==> src/rtl/strobe_fifo_pkg.sv <==
package strobe_fifo_pkg;
  localparam int unsigned SF_DEPTH       = 64;
  localparam int unsigned SF_WIDTH       = 5;
  localparam int unsigned SF_SYNC_STAGES = 2;
endpackage

==> src/rtl/sf_sync.sv <==
module sf_sync #(
  parameter int unsigned STAGES = 2
) (
  input  logic clk_i,
  input  logic rst_ni,
  input  logic async_i,
  output logic sync_o
);
  logic [STAGES-1:0] chain_q;

  always_ff @(posedge clk_i or negedge rst_ni) begin
    if (!rst_ni) chain_q <= '0;
    else         chain_q <= {chain_q[STAGES-2:0], async_i};
  end

  assign sync_o = chain_q[STAGES-1];
endmodule

==> src/rtl/sf_ram.sv <==
module sf_ram #(
  parameter int unsigned WIDTH = 5,
  parameter int unsigned DEPTH = 64,
  localparam int unsigned AW   = $clog2(DEPTH)
) (
  input  logic             clk_i,
  input  logic             we_i,
  input  logic [AW-1:0]    waddr_i,
  input  logic [WIDTH-1:0] wdata_i,
  input  logic [AW-1:0]    raddr_i,
  output logic [WIDTH-1:0] rdata_o
);
  logic [WIDTH-1:0] mem_q [DEPTH];

  always_ff @(posedge clk_i) begin
    if (we_i) mem_q[waddr_i] <= wdata_i;
  end

  assign rdata_o = mem_q[raddr_i];
endmodule

==> src/rtl/strobe_fifo.sv <==
module strobe_fifo
  import strobe_fifo_pkg::*;
#(
  parameter int unsigned WIDTH = SF_WIDTH,
  parameter int unsigned DEPTH = SF_DEPTH
) (
  input  logic             clk_i,
  input  logic             rst_ni,
  input  logic             shift_in_i,
  input  logic [WIDTH-1:0] data_i,
  output logic             in_ready_o,
  input  logic             shift_out_i,
  output logic             out_ready_o,
  input  logic             out_en_ni,
  output logic [WIDTH-1:0] data_o
);
  localparam int unsigned AW = $clog2(DEPTH);
  localparam int unsigned CW = $clog2(DEPTH + 1);

  logic             si_s, so_s;
  logic             wr_pend_q, rd_pend_q, head_vld_q, ld_busy_q;
  logic [AW-1:0]    wptr_q, rptr_q;
  logic [CW-1:0]    count_q;
  logic [WIDTH-1:0] head_q, rdata;
  logic             full, empty, cap, commit, take, retire, ld_go;

  function automatic logic [AW-1:0] ptr_inc(input logic [AW-1:0] p);
    return (p == AW'(DEPTH - 1)) ? '0 : p + 1'b1;
  endfunction

  sf_sync #(.STAGES(SF_SYNC_STAGES)) u_si_sync (
    .clk_i(clk_i), .rst_ni(rst_ni), .async_i(shift_in_i), .sync_o(si_s)
  );
  sf_sync #(.STAGES(SF_SYNC_STAGES)) u_so_sync (
    .clk_i(clk_i), .rst_ni(rst_ni), .async_i(shift_out_i), .sync_o(so_s)
  );

  sf_ram #(.WIDTH(WIDTH), .DEPTH(DEPTH)) u_ram (
    .clk_i(clk_i), .we_i(cap), .waddr_i(wptr_q), .wdata_i(data_i),
    .raddr_i(rptr_q), .rdata_o(rdata)
  );

  assign full   = (count_q == CW'(DEPTH));
  assign empty  = (count_q == '0);
  // level-sampled: covers fresh rise, held-high at full release and at reset release
  assign cap    = si_s & ~wr_pend_q & ~full;
  assign commit = wr_pend_q & ~si_s;
  assign take   = so_s & head_vld_q;
  assign retire = rd_pend_q & ~so_s;
  assign ld_go  = ~head_vld_q & ~rd_pend_q & ~ld_busy_q & ~empty;

  // write side
  always_ff @(posedge clk_i or negedge rst_ni) begin
    if (!rst_ni) begin
      wr_pend_q <= 1'b0;
      wptr_q    <= '0;
    end else begin
      if (cap)         wr_pend_q <= 1'b1;
      else if (commit) wr_pend_q <= 1'b0;
      if (commit)      wptr_q    <= ptr_inc(wptr_q);
    end
  end

  // occupancy, head word included
  always_ff @(posedge clk_i or negedge rst_ni) begin
    if (!rst_ni) count_q <= '0;
    else         count_q <= count_q + CW'(commit) - CW'(retire);
  end

  // read side: two-clock fetch into the head register
  always_ff @(posedge clk_i or negedge rst_ni) begin
    if (!rst_ni) begin
      rd_pend_q  <= 1'b0;
      head_vld_q <= 1'b0;
      ld_busy_q  <= 1'b0;
      rptr_q     <= '0;
      head_q     <= '0;
    end else begin
      ld_busy_q <= ld_go;
      if (take)        rd_pend_q <= 1'b1;
      else if (retire) rd_pend_q <= 1'b0;
      if (retire)      rptr_q    <= ptr_inc(rptr_q);
      if (ld_busy_q) begin
        head_vld_q <= 1'b1;
        head_q     <= rdata;
      end else if (take) begin
        head_vld_q <= 1'b0;
      end
    end
  end

  assign in_ready_o  = ~wr_pend_q & ~full;
  assign out_ready_o = head_vld_q;
  assign data_o      = out_en_ni ? '0 : head_q;

  p_capture_drop_r2: assert property (@(posedge clk_i) disable iff (!rst_ni)
    (si_s && in_ready_o) |=> !in_ready_o);

  p_no_overflow_r4: assert property (@(posedge clk_i) disable iff (!rst_ni)
    (full && !retire) |=> $stable(wptr_q));

  p_ready_withdraw_r6: assert property (@(posedge clk_i) disable iff (!rst_ni)
    (so_s && out_ready_o) |=> !out_ready_o);

  p_word_stable_r7: assert property (@(posedge clk_i) disable iff (!rst_ni)
    out_ready_o |=> $stable(head_q));

  p_empty_flag_r8: assert property (@(posedge clk_i) disable iff (!rst_ni)
    empty |-> !out_ready_o);
endmodule

==> config.mk <==
export PLATFORM = sky130hd
export DESIGN_NAME = strobe_fifo
export DESIGN_NICKNAME = d
export VERILOG_FILES = /design/src/rtl/strobe_fifo_pkg.sv /design/src/rtl/sf_sync.sv /design/src/rtl/sf_ram.sv /design/src/rtl/strobe_fifo.sv
export SDC_FILE = /design/constraint.sdc
export NUM_CORES = 1
export LEC_CHECK = 0
export ABC_CLOCK_PERIOD_IN_PS = 2600
export BUFFER_PORTS_ARGS = -buffer_cell sky130_fd_sc_hd__buf_2
export CAP_MARGIN = 20
export CELL_PAD_IN_SITES_DETAIL_PLACEMENT = 0
export CELL_PAD_IN_SITES_GLOBAL_PLACEMENT = 1
export CORE_AREA = 2 2 242 244
export DETAILED_ROUTE_END_ITERATION = 8
export DIE_AREA = 0 0 244 246
export HOLD_SLACK_MARGIN = 0.05
export MAX_ROUTING_LAYER = met4
export PLACE_DENSITY = 0.54
export SYNTH_ARGS = -nofsm -noshare
export SYNTH_HDL_FRONTEND = slang
export SYNTH_SLANG_ARGS = --single-unit
==> constraint.sdc <==
create_clock -name clk_i -period 2.6 [get_ports clk_i]
set_input_delay 0 -clock clk_i [delete_from_list [all_inputs] [get_ports clk_i]]
set_output_delay 0 -clock clk_i [all_outputs]
set_load 0.03 [all_outputs]
==> results of run 1 <==
## what timing repair did
action / 4_1_cts / 5_1_grt
hold buffers: 3 / 0
buffers inserted: 0 / 1
hold endpoints to repair: 34 / 0
resized for setup: 0 / 20
endpoints found under the setup margin: 0 / 82
## power by group through the flow
stage / Combinational [uW] / Clock, uW / Sequential, uW
final: 4460 / 5550 / 6970
after floorplan: 3390 / 0 / 6710
after detailed placement: 4520 / 0 / 7090
after CTS: 4530 / 5680 / 6970
after global routing: 4890 / 5890 / 7030
after global placement: 4510 / 0 / 7090
## logic make-up (layout without fill, tap and decap cells)
kind of cell | Yosys count | in the layout
other | 0 | 2
DFF | 352 | 352
adders and majority gates | 12 | 12
muxes | 116 | 116
and+or+nand+nor | 179 | 179
AOI/OAI and AO/OA | 71 | 71
xor gates and xnor gates | 11 | 11
buffers and inverters | 52 | 141
## state kept, by name (all words and copies together), names as in the netlist
| register | count |
|---|---|
| count_q | 7 |
| head_q | 5 |
| ld_busy_q | 1 |
| out_ready_o | 1 |
| rd_pend_q | 1 |
| rptr_q | 6 |
| u_ram.mem_q | 320 |
| u_si_sync.chain_q | 2 |
| u_so_sync.chain_q | 2 |
| wptr_q | 6 |
| wr_pend_q | 1 |
## per-stage QoR
step                      setup WS (ns)  power, uW  hold slack (ns)  std cells  TNS (ns)
after floorplan                   0.102      10100           -0.296        793         0
after global placement            0.121      11600            0.108       1574         0
after detailed placement         0.0768      11600            0.110       1574         0
after CTS                        0.0628      17200           0.0567       1646         0
after global routing            -0.0149      17800           0.0795       1649    -0.279
final                             0.166      17000           0.0704       1649         0
## cell usage after synthesis, drive strengths merged, types with 3 or more instances
cell type,count,area share (%)
a211oi,5,0.26
a21o,3,0.16
a21oi,10,0.35
a221o,3,0.21
a22o,3,0.18
a22oi,5,0.26
a31oi,8,0.35
and3,3,0.13
buf,26,1.3
clkbuf,10,0.26
dfrtp,32,5.6
edfxtp,320,68
ha,11,0.97
inv,16,0.42
mux2i,52,3.7
mux4,62,9.9
nand2,35,0.92
nand2b,5,0.22
nand3,10,0.35
nand3b,4,0.21
nor2,81,2.1
nor2b,21,0.92
nor3,8,0.28
o21ai,13,0.46
o221ai,6,0.37
o22ai,5,0.22
o32a,3,0.21
or3,4,0.18
xnor2,9,0.55
## cell type report
| type | instances | area share (%) |
|---|---|---|
| multi-input cells | 389 | 21.2 |
| clock inverters | 21 | 1.36 |
| repair buffers | 56 | 3.20 |
| well taps | 765 | 5.69 |
| clock buffers | 48 | 6.25 |
| inverters | 16 | 0.357 |
| flip-flops and latches | 352 | 61.9 |
| diodes | 2 | 0.0297 |
## cells in the final DEF, fill, tap and decap left out, drive strengths merged, types with 5 or more instances in the layout
cell type,n
mux2i,52
edfxtp,320
nand3,10
clkinv,13
o221ai,6
inv,16
xnor2,9
ha,11
clkbuf,48
o22ai,5
nor2b,21
buf,53
nor2,81
a211oi,5
nor3,8
a31oi,8
nand2,35
nand2b,5
bufinv,5
a22oi,5
dfrtp,32
o21ai,13
a21oi,10
mux4,62
## how the worst min path moves through the flow
stage | startpoint | end | slack [ns] | cells after the start
2_1_floorplan | rst_ni | count_q[0] | -0.30 | 0
3_3_place_gp | shift_in_i | u_si_sync.chain_q[0] | 0.11 | 1
3_5_place_dp | shift_out_i | u_so_sync.chain_q[0] | 0.11 | 1
4_1_cts | data_i[3] | u_ram.mem_q[1][3] | 0.06 | 1
5_1_grt | shift_in_i | u_si_sync.chain_q[0] | 0.08 | 2
6_report | data_i[3] | u_ram.mem_q[1][3] | 0.07 | 1
## metal layers
layer	wire (um)	up-vias	part of all wire (%)	GRT usage [%]
met2	15700	129	48	18.3
li1	-	3262	-	-
met5	0	-	0	-
met3	1240	57	3.8	1.88
met4	904	0	2.8	4.23
met1	14900	3705	46	15.0
==> summary.txt, run 1 <==
Final nets: 876
Cell variety after synth: 50
Worst Setup End Kind: register
CP Max Fanout: 8
Int Power: 11900 uW
Netlist Area Pre-Place: 0.0142 mm^2
Synthesis Warnings: 0
Final min period: 2.43 ns
Initial DRC count: 535
Hold Vio Cnt, Final: 0
GRT Util Overall: 11.6%
Multi-input gate area: 0.00358 mm^2
Sw Ratio: 29.7%
CP peak stage delay: 0.39 ns
Worst EP required: 2.79 ns
Final ANT Viol Nets: 0
Worst slew pin tran: 0.795 ns
Synthesized Nets: 815
Leak: 0.00544 uW
Detailed placer's ending HPWL: 21200 um
Reg-to-reg setup timing slack: 0.17 ns
# IOs: 17
Status: completed
Vias/cell: 4.34
Chip height: 246 um
Worst Hold Class: input pin to register
Xor/xnor share of the synthesized area: 0.678%
Register area: 0.0104 mm^2
Top FF cell, synth: edfxtp_1
Syn Inst Count: 793
Async SR Flop Fraction: 9.09%
GPL Wtd Cong: 0.770
Slew HR: 47.0%
Initial antenna violation count: 2
Die area: 0.0600 mm^2
Clock Root Buffer: clkbuf_16
Rows: 88
Core Region: 0.0574 mm^2
Synthesized area per cell: 17.9 um^2
Max IR drop VDD: 0.410 mV
Final WL: 32700 um
Vias in the first global route: 7590
Worst setup path startpoint: count_q[4]
CP Class: register to register
Final setup viols: 0
FF-to-FF End: u_ram.mem_q[38][1]
Levels on crit path: 9
Worst-path clk slew: 0.06 ns
Post-place instance area: 0.0155 mm^2
Gate power share: 26.3%
Clk_lat worst skew: 0.55 ns
Drt drc: 0
Crit start category: register
Psw: 5030 uW
CTS tree: yes
CTS Sinks: 352
Max-Cap Viols: 0
Wire per inst: 19.8 um
IO Port Bufs: 16
Die Span X: 244 um
Clock power frac: 32.7%
Layout area overhead: 18.5%
CP bufs+invs: 2
CP max-delay cell: nor2_1
Number of synthesized flops with an enable pin: 320
Worst path most repeated cell: nor2_1
Util after Layout: 29.3%
Post-Synth Simple-Gate Area: 5.79%
Vias: 7153
First-pass GRT wire length: 49900 um
Fmax: 0.411 GHz
Drt pass-1 iters: 8
Fin. max-slew vios: 0
Clock skew: 0.0118 ns
CP delay by family, top: simple AND/OR/NAND/NOR gates
Seq/Total Area, Yosys: 73.2%
TritonCTS buffer count: 39
Critical-path cell list: inv_1 -> ha_1 -> nor4bb_2 -> a21oi_1 -> nand2_1 -> nor2_1 -> nand3_1 -> buf_4 -> nor2_1
Post-synthesis mux area share: 13.7%
Max Buffers Root-to-Sink: 3
End point of the critical path: u_ram.mem_q[38][1]
Layout cell share with drive strength beyond 1: 21.9%
Initial core utilization: 24.8%
FILL cells: 5622
H-Tree Depth: 2
Pwr dens: 1010 mW/mm^2
CP arrival: 2.63 ns
Final worst path period share: 93.6%
Reg power frac: 41.0%
Reg-to-reg startpoint: count_q[4]
Largest net degree at the start of global routing: 65
Post-synthesis compound-gate area fraction: 3.47%
Reg2Reg Depth: 9
Design area: 0.0168 mm^2
Unrepaired setup endpoints after global routing: true
Post-synthesis adder-cell area fraction: 1.11%
Remaining global-route overflow: 0
#FFs+latches synth: 352
Main combinational cell family by area after synthesis: multiplexers
(Power assumes the default switching activity.)
==> run 2: changes to the inputs <==
--- a/config.mk
+++ b/config.mk
@@ -10,9 +10,10 @@
 export CAP_MARGIN = 20
 export CELL_PAD_IN_SITES_DETAIL_PLACEMENT = 0
 export CELL_PAD_IN_SITES_GLOBAL_PLACEMENT = 1
-export CORE_AREA = 2 2 242 244
+export CORE_AREA = 5 5 245 247
+export CTS_CLUSTER_SIZE = 10
 export DETAILED_ROUTE_END_ITERATION = 8
-export DIE_AREA = 0 0 244 246
+export DIE_AREA = 0 0 250 252
 export HOLD_SLACK_MARGIN = 0.05
 export MAX_ROUTING_LAYER = met4
 export PLACE_DENSITY = 0.54
==> run 2 against run 1 <==
Effect of this change: fmax up 1.4%; worst hold slack better by 0.011 ns; register-to-register slack improved by 0.03 ns; sequential share of layout area is 0.23 points lower; count of clock-buffer cells in the layout grew 28; total power is 0.19% higher; non-clock buffer count is 13 higher; wire length increased by 0.85%; setup slack better by 0.034 ns; sequential power down 1%; largest cell class unchanged; largest power group unchanged; highest routed layer unchanged.
==> summary.txt, run 2 (synthesis results as in run 1) <==
Vias/cell: 4.32
Layout area overhead: 18.9%
Core Region: 0.0574 mm^2
PnR worst setup slack: 0.200 ns
Reg-to-reg setup timing slack: 0.20 ns
Initial core utilization: 24.8%
Die area: 0.0630 mm^2
# placed instances: 1585
Initial DRC count: 464
Sw Ratio: 29.6%
Detailed placer's ending HPWL: 21700 um
Drt drc: 0
Clk_lat worst skew: 0.55 ns
Hold Vio Cnt, Final: 0
Crit start category: register
GRT Util Overall: 10.8%
TritonCTS buffer count: 42
IO Port Bufs: 16
Fin. max-slew vios: 0
Clock power frac: 32.3%
Final WL: 33000 um
Worst Setup End Kind: register
Layout Cells excl Fill: 1670
Pre-CTS setup slack: 0.0915 ns
Worst-path clk slew: 0.05 ns
# IOs: 17
Int Power: 12000 uW
Clock Root Buffer: clkbuf_16
Initial antenna violation count: 0
Setup TNS: 0 ns
Setup bufs post-CTS: 0
Final min period: 2.40 ns
Unrepaired setup endpoints after global routing: false
Biggest regs: u_ram.mem_q (320), count_q (7)
Multi-input gate area: 0.00353 mm^2
Leak: 0.00551 uW
CP Class: register to register
CP arrival: 2.82 ns
Psw: 5030 uW
First-pass GRT wire length: 50000 um
GPL Wtd Cong: 0.754
Rows: 88
Status: completed
Drt pass-1 iters: 5
Reg power frac: 40.6%
Max-Cap Viols: 0
Slew HR: 45.4%
Max Buffers Root-to-Sink: 3
Hold depth: 1
Die Span X: 250 um
Worst Hold Class: input pin to register
Chip height: 252 um
Final nets: 892
Most flops, register: u_ram.mem_q
Final setup viols: 0
CTS Sinks: 352
Final worst path period share: 92.3%
Max FFs per register: 320
Final ANT Viol Nets: 0
FILL cells: 5607
FF-to-FF End: count_q[6]
Max IR drop VDD: 0.434 mV
Layout cell share with drive strength beyond 1: 20.1%
Post-place instance area: 0.0155 mm^2
CP Max Fanout: 4
CTS tree: yes
Largest net degree at the start of global routing: 65
Gate power share: 27.1%
Highest-count cells in the layout ignoring fill and taps: 320 x edfxtp_1, 80 x nor2_1, 59 x mux4_2
Worst slew pin tran: 0.818 ns
Vias: 7218
Remaining global-route overflow: 0
Worst Hold End: u_ram.mem_q[37][4]
Reg-to-reg startpoint: u_si_sync.chain_q[1]
Hold Startpoint: data_i[4]
Wire per inst: 19.8 um
Fmax: 0.417 GHz
Register area: 0.0104 mm^2
Leading cell type in the layout, fill and taps excluded: edfxtp_1
Vias in the first global route: 7707
Pwr dens: 1010 mW/mm^2
H-Tree Depth: 2
Clock skew: 0.0129 ns
Design area: 0.0169 mm^2
Worst EP required: 3.02 ns
Reg2Reg Depth: 13
run 2: what timing repair did:
| action | in CTS | in global routing |
|---|---|---|
| hold buffers | 6 | 0 |
| endpoints found under the hold margin | 110 | 0 |
| gates resized for setup | 0 | 3 |
| setup endpoints to repair | 0 | 1 |
run 2: power groups by stage:
stage	registers [uW]	clock network, uW	logic (uW)
6_report	6900	5490	4610
5_1_grt	6950	5920	5010
4_1_cts	6910	5660	4700
3_5_place_dp	7020	0	4680
3_3_place_gp	7020	0	4700
2_1_floorplan	6710	0	3390
run 2: worst max-delay path: stages (launching register included):
cell and delay, ns:
dfrtp_1 0.41, nor2_2 0.14, inv_1 0.06, ha_1 0.29, inv_1 0.06, ha_1 0.15, inv_1 0.06, fa_2 0.36
nand2b_1 0.17, a21oi_2 0.16, o21ai_0 0.09, a21oi_1 0.16, nor2_1 0.06, xnor2_1 0.11
run 2: how the worst max path moves through the flow:
stage | start | end | slack, ns | cells past startpoint
finish | u_si_sync.chain_q[1] | count_q[6] | 0.20 | 13
global route | u_si_sync.chain_q[1] | count_q[6] | 0.04 | 13
CTS | u_si_sync.chain_q[1] | count_q[6] | 0.08 | 13
detailed placement | u_si_sync.chain_q[1] | count_q[6] | 0.09 | 13
global placement | u_si_sync.chain_q[1] | count_q[6] | 0.11 | 13
floorplan | u_si_sync.chain_q[1] | count_q[6] | 0.10 | 13
run 2: cell type report:
| class | instances | share of cell area, % |
|---|---|---|
| sequential | 352 | 61.6 |
| clock buffer | 76 | 7.65 |
| tap | 765 | 5.66 |
| multi-input combinational | 389 | 20.9 |
| inverter | 16 | 0.355 |
| clock inverter | 2 | 0.0518 |
| antenna | 1 | 0.0148 |
| timing repair buffer | 69 | 3.73 |
run 2: layer usage:
| layer | wire, um | share of wire (%) | GRT usage (%) | vias up |
|---|---|---|---|---|
| li1 | - | - | - | 3305 |
| met1 | 15200 | 46 | 14.2 | 3730 |
| met2 | 15700 | 48 | 16.9 | 140 |
| met3 | 1470 | 4.5 | 2.50 | 43 |
| met4 | 658 | 2.0 | 2.85 | 0 |
| met5 | 0 | 0 | - | - |
run 2: through the flow:
step | power, uW | util [%] | hold WS (ns)
2_1_floorplan | 10100 | - | -0.296
3_3_place_gp | 11700 | 27.1 | 0.109
3_5_place_dp | 11700 | 27.1 | 0.110
4_1_cts | 17300 | 29.4 | 0.0694
5_1_grt | 17900 | 29.5 | 0.0733
6_report | 17000 | 29.5 | 0.0809
==> run 3: changes to the inputs <==
--- a/config.mk
+++ b/config.mk
@@ -17,6 +17,7 @@
 export HOLD_SLACK_MARGIN = 0.05
 export MAX_ROUTING_LAYER = met4
 export PLACE_DENSITY = 0.54
+export SETUP_SLACK_MARGIN = 0.5
 export SYNTH_ARGS = -nofsm -noshare
 export SYNTH_HDL_FRONTEND = slang
 export SYNTH_SLANG_ARGS = --single-unit
==> run 3 against run 2 <==
Effect of this change: first-iteration DRC count increased by 7.1%; clock power decreased by 6.4%; clock skew increased by 0.0029 ns; wire length increased by 4.5%; critical path depth increased by 1; worst hold slack improved by 0.0041 ns; utilization increased by 2.1 points; fmax increased by 11%; sequential power decreased by 1%; highest routed layer unchanged.
==> summary.txt, run 3 (synthesis results as in run 1) <==
Worst path most repeated cell: inv_2
Biggest regs: u_ram.mem_q (320), count_q (7)
Worst EP required: 3.02 ns
CTS tree: yes
Highest-count cells in the layout ignoring fill and taps: 320 x edfxtp_1, 60 x mux4_2, 58 x nor2_4
Slew HR: 43.7%
Fmax: 0.462 GHz
Max Buffers Root-to-Sink: 3
Rows: 88
Largest net degree at the start of global routing: 65
Status: completed
Max-Cap Viols: 0
FILL cells: 5504
Metal2 WL: 17000 um
Max Used Layer: met4
H-Tree Depth: 2
Initial core utilization: 24.8%
Clock power frac: 28.7%
Register area: 0.0104 mm^2
Worst Hold Class: input pin to async pin
CP peak stage delay: 0.37 ns
CP bufs+invs: 4
Worst slew pin tran: 0.842 ns
Final worst path period share: 83.3%
Util after Layout: 31.6%
Detailed placer's ending HPWL: 22100 um
Final min period: 2.17 ns
Final hold slack: 0.0850 ns
Layout Cells excl Fill: 1693
Leading cell type in the layout, fill and taps excluded: edfxtp_1
Critical-path cell list: inv_2 -> nor2_4 -> inv_2 -> ha_4 -> inv_2 -> ha_4 -> inv_2 -> fa_2 -> nand2b_4 -> a21oi_4 -> o21ai_1 -> a21oi_1 -> nor2_1 -> xnor2_1
Max IR drop VDD: 0.432 mV
Die area: 0.0630 mm^2
Most flops, register: u_ram.mem_q
TritonCTS buffer count: 42
Int Power: 12300 uW
Reg power frac: 38.1%
CP max-delay cell: dfrtp_1
Drt drc: 0
Final setup viols: 0
CTS Sinks: 352
# placed instances: 1581
Fin. max-slew vios: 0
Initial antenna violation count: 0
CP arrival: 2.58 ns
Die Span X: 250 um
Chip height: 252 um
Clock skew: 0.0158 ns
GRT Util Overall: 11.1%
Multi-input gate area: 0.00435 mm^2
Remaining global-route overflow: 0
Gate power share: 33.1%
First-pass GRT wire length: 51400 um
Final ANT Viol Nets: 0
N_diodes: 0
Max FFs per register: 320
Clk_lat worst skew: 0.55 ns
Sw Ratio: 31.2%
Layout area overhead: 27.4%
Initial DRC count: 497
Clock Root Buffer: clkbuf_16
Final nets: 931
Worst-path clk slew: 0.05 ns
Worst Setup End Kind: register
CP Max Fanout: 2
Drt pass-1 iters: 5
Vias in the first global route: 7765
Leak: 0.00578 uW
Crit start category: register
CP delay by family, top: adder cells
Core Region: 0.0574 mm^2
Layout cell share with drive strength beyond 1: 36.0%
Vias/cell: 4.37
M1 WL: 15600 um
Unrepaired setup endpoints after global routing: true
CP Class: register to register
Vias: 7399
Wire per inst: 20.4 um
Setup TNS: 0 ns
Pwr dens: 988 mW/mm^2
Psw: 5580 uW
GPL Wtd Cong: 0.774
Hold Vio Cnt, Final: 0
Final WL: 34500 um
# IOs: 17
Metal3 WL: 1250 um
IO Port Bufs: 16
run 3: cell types whose count changed in the layout (fill, tap and decap cells not counted), moves of 10 or more:
cell and delta:
nor2_4 +58, buf_6 +21, nand2_1 -10, clkbuf_1 -12, nor2_1 -62
run 3: power groups by stage:
stage | logic [uW] | clock network, uW | registers, uW
after CTS | 5680 | 5290 | 6840
after detailed placement | 4710 | 0 | 7030
final | 5920 | 5140 | 6820
after global placement | 4710 | 0 | 7030
after global routing | 6320 | 5530 | 6860
after floorplan | 3510 | 0 | 6720
run 3: path summary, 6_finish.rpt:
kind	end	startpoint	depth (start not counted)	slack (ns)
max	count_q[6]	wr_pend_q	14	0.43
min	count_q[2]	rst_ni	2	0.08
max reg2reg	count_q[6]	wr_pend_q	14	0.43
min reg2reg	u_so_sync.chain_q[1]	u_so_sync.chain_q[0]	0	0.35
max in group asynchronous	rptr_q[2]	rst_ni	2	1.90
min in group clk_i	u_so_sync.chain_q[0]	shift_out_i	2	0.11
run 3: stage by stage:
stage | total power, uW | worst slack [ns] | cell area (um^2)
5_1_grt | 18700 | 0.338 | 18100
3_3_place_gp | 11700 | 0.0948 | 15700
6_report | 17900 | 0.435 | 18100
3_5_place_dp | 11700 | 0.0531 | 15700
4_1_cts | 17800 | 0.361 | 17800
2_1_floorplan | 10200 | 0.394 | 14400
run 3: metal layers:
layer	vias to the layer above	global-route usage [%]
met2	116	17.9
met4	0	3.24
met1	3872	14.6
met3	46	1.93
met5	-	-
li1	3365	-
run 3: final cells by class:
type / instances / share of cell area (%)
clock buffers: 58 / 6.31
well taps: 765 / 5.28
inverters: 16 / 0.332
multi-input cells: 389 / 24.0
flip-flops and latches: 352 / 57.5
clock inverters: 5 / 0.138
repair buffers: 108 / 6.39
run 3: worst reg2reg max path, delay by kind of cell (launching register included):
kind	cells	cell delay [ns]
XOR/XNOR	1	0.12
flip-flops	1	0.37
AND/OR/NAND/NOR	3	0.34
adder cells (fa/ha/maj)	3	0.68
AO/OA/AOI/OAI	3	0.33
buffers and inverters	4	0.21
run 3: timing repair:
action	4_1_cts	5_1_grt
gates cloned	1	0
pin swaps	31	33
setup endpoints to repair	323	290
endpoints found under the hold margin	100	0
gates resized for setup	131	41
hold buffers	6	0
buffers inserted	29	13
